**config.mk**
```make
export PLATFORM = sky130hd
export DESIGN_NAME = game_action_fsm
export DESIGN_NICKNAME = d
export VERILOG_FILES = /design/src/rtl/game_action_pkg.sv /design/src/rtl/game_action_decode.sv /design/src/rtl/game_mode_reg.sv /design/src/rtl/game_act_reg.sv /design/src/rtl/game_action_fsm.sv
export SDC_FILE = /design/constraint.sdc
export NUM_CORES = 1
export LEC_CHECK = 0
export ABC_AREA = 1
export BUFFER_PORTS_ARGS = -buffer_cell sky130_fd_sc_hd__buf_2
export CORE_AREA = 4 4 41 43
export CTS_CLUSTER_SIZE = 14
export DETAILED_ROUTE_END_ITERATION = 8
export DIE_AREA = 0 0 45 47
export GPL_TIMING_DRIVEN = 0
export PLACE_DENSITY = 0.59
export SYNTH_ARGS = -nofsm -noshare
export SYNTH_HDL_FRONTEND = slang
export SYNTH_SLANG_ARGS = --single-unit
export TNS_END_PERCENT = 30
```
**constraint.sdc**
```tcl
create_clock -name clk -period 1.6 [get_ports clk]
set_input_delay 0.24 -clock clk [delete_from_list [all_inputs] [get_ports clk]]
set_output_delay 0.24 -clock clk [all_outputs]
set_load 0.05 [all_outputs]
```
**src/rtl/game_action_pkg.sv**
```systemverilog
// Package: shared widths and codes for the game action controller.
// Assumes the numeric codes below are fixed by the system that uses the block.
package game_action_pkg;

    localparam int BTN_W  = 2;
    localparam int ACT_W  = 3;
    localparam int MODE_W = 2;

    // button codes seen on the input
    localparam logic [BTN_W-1:0] BTN_FIGHT = 2'd0;
    localparam logic [BTN_W-1:0] BTN_REACT = 2'd1;
    localparam logic [BTN_W-1:0] BTN_A     = 2'd2;
    localparam logic [BTN_W-1:0] BTN_B     = 2'd3;

    // action codes driven on the output
    localparam logic [ACT_W-1:0] ACT_KICK  = 3'd0;
    localparam logic [ACT_W-1:0] ACT_PUNCH = 3'd1;
    localparam logic [ACT_W-1:0] ACT_JUMP  = 3'd2;
    localparam logic [ACT_W-1:0] ACT_DUCK  = 3'd3;
    localparam logic [ACT_W-1:0] ACT_RUN   = 3'd4;

    // mode codes held in the mode register
    localparam logic [MODE_W-1:0] MODE_IDLE  = 2'd0;
    localparam logic [MODE_W-1:0] MODE_FIGHT = 2'd1;
    localparam logic [MODE_W-1:0] MODE_REACT = 2'd2;

endpackage

```
**src/rtl/game_action_decode.sv**
```systemverilog
// Module: game_action_decode
// Purely combinational next-mode and action decision.
// Assumes: mode_i comes from the mode register; any code that is not a legal
// mode sends the machine to Idle and reloads Run without flagging an action.
module game_action_decode
    import game_action_pkg::*;
(
    input  logic [MODE_W-1:0] mode_i,
    input  logic [BTN_W-1:0]  btn_code_i,
    input  logic              btn_vld_i,
    output logic [MODE_W-1:0] mode_nxt_o,
    output logic              act_load_o,
    output logic [ACT_W-1:0]  act_code_o,
    output logic              act_flag_o
);

    // Decide the next mode and the action for this press.
    always_comb begin
        mode_nxt_o = mode_i;
        act_load_o = 1'b0;
        act_code_o = ACT_RUN;
        act_flag_o = 1'b0;
        case (mode_i)
            MODE_IDLE: begin
                if (btn_vld_i) begin
                    act_load_o = 1'b1;
                    act_flag_o = 1'b1;
                    act_code_o = ACT_RUN;
                    if (btn_code_i == BTN_FIGHT) begin
                        mode_nxt_o = MODE_FIGHT;
                    end else if (btn_code_i == BTN_REACT) begin
                        mode_nxt_o = MODE_REACT;
                    end
                end
            end
            MODE_FIGHT: begin
                if (btn_vld_i) begin
                    case (btn_code_i)
                        BTN_FIGHT: begin
                            mode_nxt_o = MODE_IDLE;
                            act_load_o = 1'b1;
                            act_flag_o = 1'b1;
                            act_code_o = ACT_RUN;
                        end
                        BTN_A: begin
                            act_load_o = 1'b1;
                            act_flag_o = 1'b1;
                            act_code_o = ACT_KICK;
                        end
                        BTN_B: begin
                            act_load_o = 1'b1;
                            act_flag_o = 1'b1;
                            act_code_o = ACT_PUNCH;
                        end
                        default: begin
                            // cross-mode button: no effect
                            mode_nxt_o = mode_i;
                        end
                    endcase
                end
            end
            MODE_REACT: begin
                if (btn_vld_i) begin
                    case (btn_code_i)
                        BTN_REACT: begin
                            mode_nxt_o = MODE_IDLE;
                            act_load_o = 1'b1;
                            act_flag_o = 1'b1;
                            act_code_o = ACT_RUN;
                        end
                        BTN_A: begin
                            act_load_o = 1'b1;
                            act_flag_o = 1'b1;
                            act_code_o = ACT_JUMP;
                        end
                        BTN_B: begin
                            act_load_o = 1'b1;
                            act_flag_o = 1'b1;
                            act_code_o = ACT_DUCK;
                        end
                        default: begin
                            // cross-mode button: no effect
                            mode_nxt_o = mode_i;
                        end
                    endcase
                end
            end
            default: begin
                mode_nxt_o = MODE_IDLE;
                act_load_o = 1'b1;
                act_code_o = ACT_RUN;
            end
        endcase
    end

endmodule

```
**src/rtl/game_mode_reg.sv**
```systemverilog
// Module: game_mode_reg
// Holds the current mode; synchronous active-low reset to Idle.
// Assumes mode_nxt_i is produced by the decoder in the same cycle.
module game_mode_reg
    import game_action_pkg::*;
(
    input  logic              clk,
    input  logic              rst_n,
    input  logic [MODE_W-1:0] mode_nxt_i,
    output logic [MODE_W-1:0] mode_o
);

    // Register the next mode every cycle.
    always_ff @(posedge clk) begin
        if (!rst_n) begin
            mode_o <= MODE_IDLE;
        end else begin
            mode_o <= mode_nxt_i;
        end
    end

    // only legal codes ever appear after reset
    p_mode_legal_r10: assert property (@(posedge clk) disable iff (!rst_n)
        $past(rst_n) |-> (mode_o != 2'd3));

endmodule

```
**src/rtl/game_act_reg.sv**
```systemverilog
// Module: game_act_reg
// Holds the action code and the one-cycle valid flag.
// Assumes load/flag come from the decoder; the code holds when not loaded.
module game_act_reg
    import game_action_pkg::*;
(
    input  logic             clk,
    input  logic             rst_n,
    input  logic             act_load_i,
    input  logic [ACT_W-1:0] act_code_i,
    input  logic             act_flag_i,
    output logic [ACT_W-1:0] act_o,
    output logic             act_vld_o
);

    // Load the action on request and pulse the valid flag.
    always_ff @(posedge clk) begin
        if (!rst_n) begin
            act_o     <= ACT_RUN;
            act_vld_o <= 1'b0;
        end else begin
            act_vld_o <= act_flag_i;
            if (act_load_i) begin
                act_o <= act_code_i;
            end
        end
    end

    // the action holds whenever nothing is loaded
    p_act_hold_r2: assert property (@(posedge clk) disable iff (!rst_n)
        !act_load_i |=> $stable(act_o));

endmodule

```
**src/rtl/game_action_fsm.sv**
```systemverilog
// Module: game_action_fsm (top)
// Three-mode game character controller: decoder plus mode and action registers.
// Assumes btn_code_i is meaningful only while btn_vld_i is high; all outputs
// are registered and reset synchronously with rst_n low.
module game_action_fsm
    import game_action_pkg::*;
(
    input  logic              clk,
    input  logic              rst_n,
    input  logic [BTN_W-1:0]  btn_code_i,
    input  logic              btn_vld_i,
    output logic [ACT_W-1:0]  act_o,
    output logic              act_vld_o,
    output logic [MODE_W-1:0] mode_o
);

    logic [MODE_W-1:0] mode_nxt;
    logic              act_load;
    logic [ACT_W-1:0]  act_code;
    logic              act_flag;

    game_action_decode u_dec (
        .mode_i     (mode_o),
        .btn_code_i (btn_code_i),
        .btn_vld_i  (btn_vld_i),
        .mode_nxt_o (mode_nxt),
        .act_load_o (act_load),
        .act_code_o (act_code),
        .act_flag_o (act_flag)
    );

    game_mode_reg u_mode (
        .clk        (clk),
        .rst_n      (rst_n),
        .mode_nxt_i (mode_nxt),
        .mode_o     (mode_o)
    );

    game_act_reg u_act (
        .clk        (clk),
        .rst_n      (rst_n),
        .act_load_i (act_load),
        .act_code_i (act_code),
        .act_flag_i (act_flag),
        .act_o      (act_o),
        .act_vld_o  (act_vld_o)
    );

    // Idle always shows Run
    p_idle_run_r9: assert property (@(posedge clk) disable iff (!rst_n)
        $past(rst_n) && (mode_o == MODE_IDLE) |-> (act_o == ACT_RUN));

    // no strobe means no action and no mode change
    p_no_strobe_r2: assert property (@(posedge clk) disable iff (!rst_n)
        !btn_vld_i |=> (!act_vld_o && $stable(mode_o)));

    // cross-mode buttons are ignored
    p_no_cross_r8: assert property (@(posedge clk) disable iff (!rst_n)
        btn_vld_i && (((mode_o == MODE_FIGHT) && (btn_code_i == BTN_REACT)) ||
                      ((mode_o == MODE_REACT) && (btn_code_i == BTN_FIGHT)))
        |=> (!act_vld_o && $stable(mode_o)));

    // leaving Fight lands in Idle with Run in the same cycle
    p_fight_exit_r7: assert property (@(posedge clk) disable iff (!rst_n)
        btn_vld_i && (mode_o == MODE_FIGHT) && (btn_code_i == BTN_FIGHT)
        |=> ((mode_o == MODE_IDLE) && act_vld_o && (act_o == ACT_RUN)));

    // Fight maps A to Kick
    p_fight_kick_r5: assert property (@(posedge clk) disable iff (!rst_n)
        btn_vld_i && (mode_o == MODE_FIGHT) && (btn_code_i == BTN_A)
        |=> (act_vld_o && (act_o == ACT_KICK) && (mode_o == MODE_FIGHT)));

    // React maps B to Duck
    p_react_duck_r6: assert property (@(posedge clk) disable iff (!rst_n)
        btn_vld_i && (mode_o == MODE_REACT) && (btn_code_i == BTN_B)
        |=> (act_vld_o && (act_o == ACT_DUCK) && (mode_o == MODE_REACT)));

endmodule

```
==> results of run 1 <==
registers in the layout, indices dropped and copies added, names as in the netlist:
signal,flops
u_mode.mode_o,2
u_act.act_o,3
u_act.act_vld_o,1
cell type report:
type	instances	area, um2
Fill cell	159	817.0
Tap cell	15	18.77
Clock buffer	3	22.52
Timing Repair Buffer	10	50.05
Inverter	10	37.54
Sequential cell	6	121.4
Multi-Input combinational cell	44	234.0
how the worst max path moves through the flow:
stage	end	slack, ps	depth (start not counted)
floorplan	u_mode.mode_o[1]	6	8
global placement	u_mode.mode_o[0]	310	8
detailed placement	u_mode.mode_o[0]	290	8
CTS	u_mode.mode_o[0]	280	8
global route	u_mode.mode_o[0]	120	8
finish	u_mode.mode_o[0]	280	8
cell usage after synthesis (all sizes together):
| cell type | n | area (um2) |
|---|---|---|
| nand2 | 14 | 52.55 |
| inv | 10 | 37.53 |
| nand3 | 10 | 50.05 |
| nor2 | 9 | 33.78 |
| dfxtp | 6 | 120.1 |
| ha | 4 | 50.05 |
| a21oi | 2 | 10.01 |
| nand4 | 2 | 18.77 |
| o21ai | 2 | 13.76 |
| nor3 | 1 | 5.000 |
stage by stage:
stage | hold WS, ps | setup WS [ps] | power, W
after CTS | 217.1 | 277.9 | 0.0004933
after global routing | 231.1 | 122.5 | 0.0005260
after detailed placement | 474.4 | 290.6 | 0.0003424
after floorplan | 324.7 | 6.405 | 0.0003046
final | 217.9 | 284.2 | 0.0004895
after global placement | 465.0 | 309.7 | 0.0003424
worst max-delay path, cell delays in order, from the launching register on:
cell and delay [ps]:
dfxtp_1 390, inv_1 80, ha_1 220, inv_1 80, nor2_1 50, o21ai_2 140, nand3_1 120, nand2_1 70
a21oi_1 60
logic make-up (layout without fill, tap and decap cells):
logic type               Yosys count  count (layout)  synth area share (%)
AND/OR/NAND/NOR                   36              36                 40.89
flip-flops                         6               6                 30.67
buffers and inverters             10              23                 9.583
adder cells (fa/ha/maj)            4               4                 12.78
AO/OA/AOI/OAI                      4               4                 6.070
report_power, final:
part	switching (W)	internal, W	total (W)
clock	0.0000649	0.0000855	0.000150
combinational	0.000117	0.0000475	0.000165
sequential	0.00000898	0.000165	0.000174
routing by layer:
| metal | vias up | wire length (um) |
|---|---|---|
| met3 | 3 | 60 |
| met5 | - | 0 |
| li1 | 219 | - |
| met4 | 0 | 23 |
| met2 | 8 | 355 |
| met1 | 172 | 382 |
==> flow_summary.toml, run 1 <==
[clock_tree]
hold_buffers = 0
cts_buffer_depth = 2
cts_tree = "done"
cts_resized = 0
clkSlewWorstSetupHoldPaths_ps = 50
worst_skew_pair.late_latency_ps = 260
cts-root-buf = "clkbuf_4"
cts.sink_count = 6
cts_setup_buffers = 0
htree_levels = 1
cts_made_buffers = 3

[die]
core_area_um2 = 1301
num_io_pins = 11
initial_core_util_pct = 30.10
row_count = 13
fp.dieW_um = 45
fp.dieH_um = 47
die_area_um2 = 2115

[final_layout]
final_cell_mix = "14 x nand2_1, 10 x nand3_1, 10 x buf_2"
final_nets = 84
area_growth_syn_to_layout_pct = 23.64
utilization_pct = 37.21
final_area_um2 = 484.2
mostFrequentLayoutCell = "nand2_1"
drive_above_1_share_pct = 23.29
diodes = 0
instances_no_fill = 88

[power]
leakagePower_nw = 0.2670
power_density_nw_per_um2 = 1011
max-vdd-ir-drop_mv = 0.3772

[detailed_routing]
via_per_inst = 4.568
routedWlPerCell_um = 9.341
drtPass1Iterations = 4
routed_wirelength_um = 822
drt_first_iter_violations = 5
route.vias.total = 402
postRouteAntennaNets = 0
drcViolationCount = 0

[yosys]
synth.avg_cell_area_um2 = 6.527
syn-num-nets = 69
synth_warnings = 0
ys_ff_latch = 6
synthCells = 60
synthesis.area_um2 = 391.6
synth_cell_types = 13
seq_area_frac_synth_pct = 30.67

[setup_path]
cp-start-kind = "flop"
crit_required_ps = 1750
reg2reg_from = "u_mode.mode_o[1]"
r2r_setup_slack_ps = 280
worstPathMaxFanout = 5
reg2reg_to = "u_mode.mode_o[0]"
crit_arrival_ps = 1470
crit_start = "u_mode.mode_o[1]"
ff2ff_path_depth = 8
endpoint_kind = "flop"
path_class = "reg2reg"

[sta]
max_slew.worst_pin.slew_ps = 249.5
rsz0062_at_grt = "no"
drv_slew = 0
finalCriticalPeriod_ps = 1316
fmax_mhz = 760.0
fin_crit_sh_pct = 82.24
fin_skew_ps = 10.90
setup-violations-final = 0
max-slew-margin-rel_pct = 83.48
timing.setup.tns_ps = 0
hold_violations = 0

[grt]
grt_util_all_layers_pct = 10.28
grt_start_max_net_pins = 8
grt_busiest_layer = "met2"
use_met3_pct = 5.364
grt_util_met1_pct = 11.16
grt_pass1_vias = 391
grt_pass1_wl_um = 1476
use_met2_pct = 14.69
antenna_found_initial = 0
grt_overflow_total = 0

[placement]
hpwl_um = 646.9
place_inst = 85
numPortBuffers = 10
placed_area_um2 = 461.7
gp_congestion = 0.7832

[min_path]
worstHoldStart = "rst_n"
worstHoldPathCells = 2
hp-class = "in2reg"
hold_end = "u_act.act_o[2]"

[flow_run]
cap_violations = 0

[status]
outcome = "finished clean"
(Power assumes the default switching activity.)
==> run 2: changes to the inputs <==
- clock period: 1.6 -> 1.4 ns (I/O delays scaled with it)
==> run 2 against run 1 <==
Compared with the run above:
- register-to-register slack worse by 170 ps
- clock skew decreased by 5.5 ps
- via count increased by 3.7%
- global-route usage down 0.95 points
- sequential share of layout area increased by 0.38 points
- count of clock-buffer cells in the layout grew 1
- fmax grew 2.7%
- sequential cell count stayed put
- sequential power up 14%
- clock power is 18% higher
- largest cell class unchanged
- critical path depth stayed put
- non-clock buffer count unchanged
==> flow_summary.toml, run 2 (same netlist as run 1, synthesis figures left out) <==
[detailed_routing]
drtPass1Iterations = 2
routedWlPerCell_um = 9.584
routed_wirelength_um = 853
via_per_inst = 4.685
drt_first_iter_violations = 3
route.vias.total = 417
postRouteAntennaNets = 0
drcViolationCount = 0

[power]
intPower_w = 0.0003513
seq_power_share_pct = 35.3
max-vdd-ir-drop_mv = 0.7066
p_sw_w = 0.0002134
leakagePower_nw = 0.2689
comb_power_share_pct = 33.3
power_density_nw_per_um2 = 1148
p_sw_share_pct = 37.79
power.share.clock_pct = 31.4

[setup_path]
cp-start-kind = "flop"
path_class = "reg2reg"
endpoint_kind = "flop"
crit_arrival_ps = 1420
worstPathMaxFanout = 5
r2r_setup_slack_ps = 120
reg2reg_to = "u_mode.mode_o[0]"
endpoint = "u_mode.mode_o[0]"
crit_required_ps = 1540
crit_start = "u_mode.mode_o[0]"
reg2reg_from = "u_mode.mode_o[0]"
ff2ff_path_depth = 8

[sta]
fmax_mhz = 780.3
max_slew.worst_pin.slew_ps = 253.1
max-slew-margin-rel_pct = 83.24
timing.setup.tns_ps = 0
setup-violations-final = 0
hold_violations = 0
setup_slack_ps = 118.4
fin_skew_ps = 5.395
finalCriticalPeriod_ps = 1282
rsz0062_at_grt = "no"
holdWs_ps = 191.7
drv_slew = 0
fin_crit_sh_pct = 91.54

[grt]
grt_util_all_layers_pct = 9.328
antenna_found_initial = 0
grt_pass1_wl_um = 1380
grt_overflow_total = 0
grt_pass1_vias = 370
grt_start_max_net_pins = 8

[final_layout]
instances_no_fill = 89
reg_top3 = "u_act.act_o: 3 flops, u_mode.mode_o: 2 flops, u_act.act_vld_o: 1 flops"
final_nets = 84
regArea_um2 = 125.1
diodes = 0
top_register = "u_act.act_o"
largest_reg_flops = 3
multi_input_area_um2 = 234.0
final_cell_mix = "14 x nand2_1, 10 x nand3_1, 10 x buf_2"
drive_above_1_share_pct = 24.32
fillers = 142
area_growth_syn_to_layout_pct = 25.56
mostFrequentLayoutCell = "nand2_1"

[placement]
place_inst = 85
numPortBuffers = 10
gp_congestion = 0.7168
hpwl_um = 677.4
pre_cts_ws_ps = 127.6

[clock_tree]
cts_setup_buffers = 0
clkSlewWorstSetupHoldPaths_ps = 50
cts_made_buffers = 3
cts_buffer_depth = 2
worst_skew_pair.late_latency_ps = 250
hold_buffers = 0
cts_resized = 0
cts-root-buf = "clkbuf_4"
htree_levels = 1
cts_tree = "done"
cts.sink_count = 6

[die]
initial_core_util_pct = 30.10
die_area_um2 = 2115
num_io_pins = 11
fp.dieW_um = 45
row_count = 13
core_area_um2 = 1301
fp.dieH_um = 47

[min_path]
hp-class = "in2reg"

[flow_run]
cap_violations = 0

[status]
outcome = "finished clean"
-- run 2: cell types whose count changed in the layout (fill, tap and decap cells not counted) --
cell | before | now
clkbuf_1 | 0 | 1
dfxtp_4 | 0 | 1
dfxtp_1 | 5 | 4
-- run 2: power groups by stage --
stage                     registers [W]  clock network, W  logic [W]
after detailed placement       0.000203                 0   0.000188
final                          0.000199          0.000177   0.000188
after global routing           0.000202          0.000197   0.000209
after floorplan                0.000262                 0  0.0000858
after global placement         0.000203                 0   0.000188
after CTS                      0.000200          0.000183   0.000189
-- run 2: metrics by stage --
step           total power [W]  util [%]  cell area (um2)
2_1_floorplan        0.0003480         -            396.6
3_3_place_gp         0.0003901     35.77            465.4
3_5_place_dp         0.0003910     35.77            465.4
4_1_cts              0.0005722     37.79            491.7
5_1_grt              0.0006073     37.79            491.7
6_report             0.0005647     37.79            491.7
-- run 2: metal layers --
layer	global-route usage (%)	vias to the layer above	wire [um]
met5	0	-	0
met4	3.509	0	0
met3	6.130	0	70
met2	14.12	11	386
met1	10.48	187	396
li1	-	219	-
-- run 2: worst max-delay path, cell delays in order (launching register included) --
cell,delay [ps]
dfxtp_4,360
inv_1,60
ha_1,240
inv_1,90
nor2_1,50
o21ai_2,140
nand3_1,110
nand2_1,70
a21oi_1,50
-- run 2: how the worst min path moves through the flow --
stage / start / to / slack, ps / cells after the start
2_1_floorplan: rst_n / u_act.act_o[2] / 290 / 1
3_3_place_gp: rst_n / u_act.act_o[2] / 440 / 2
3_5_place_dp: rst_n / u_act.act_o[2] / 440 / 2
4_1_cts: rst_n / u_act.act_o[2] / 190 / 2
5_1_grt: rst_n / u_act.act_o[2] / 210 / 2
6_report: rst_n / u_act.act_o[2] / 190 / 2
-- run 2: layout make-up --
| cell class | instances | area share (%) |
|---|---|---|
| clock buffer | 4 | 5.344 |
| inverter | 10 | 7.634 |
| multi-input combinational | 44 | 47.58 |
| sequential | 6 | 25.45 |
| tap | 15 | 3.817 |
| timing repair buffer | 10 | 10.18 |
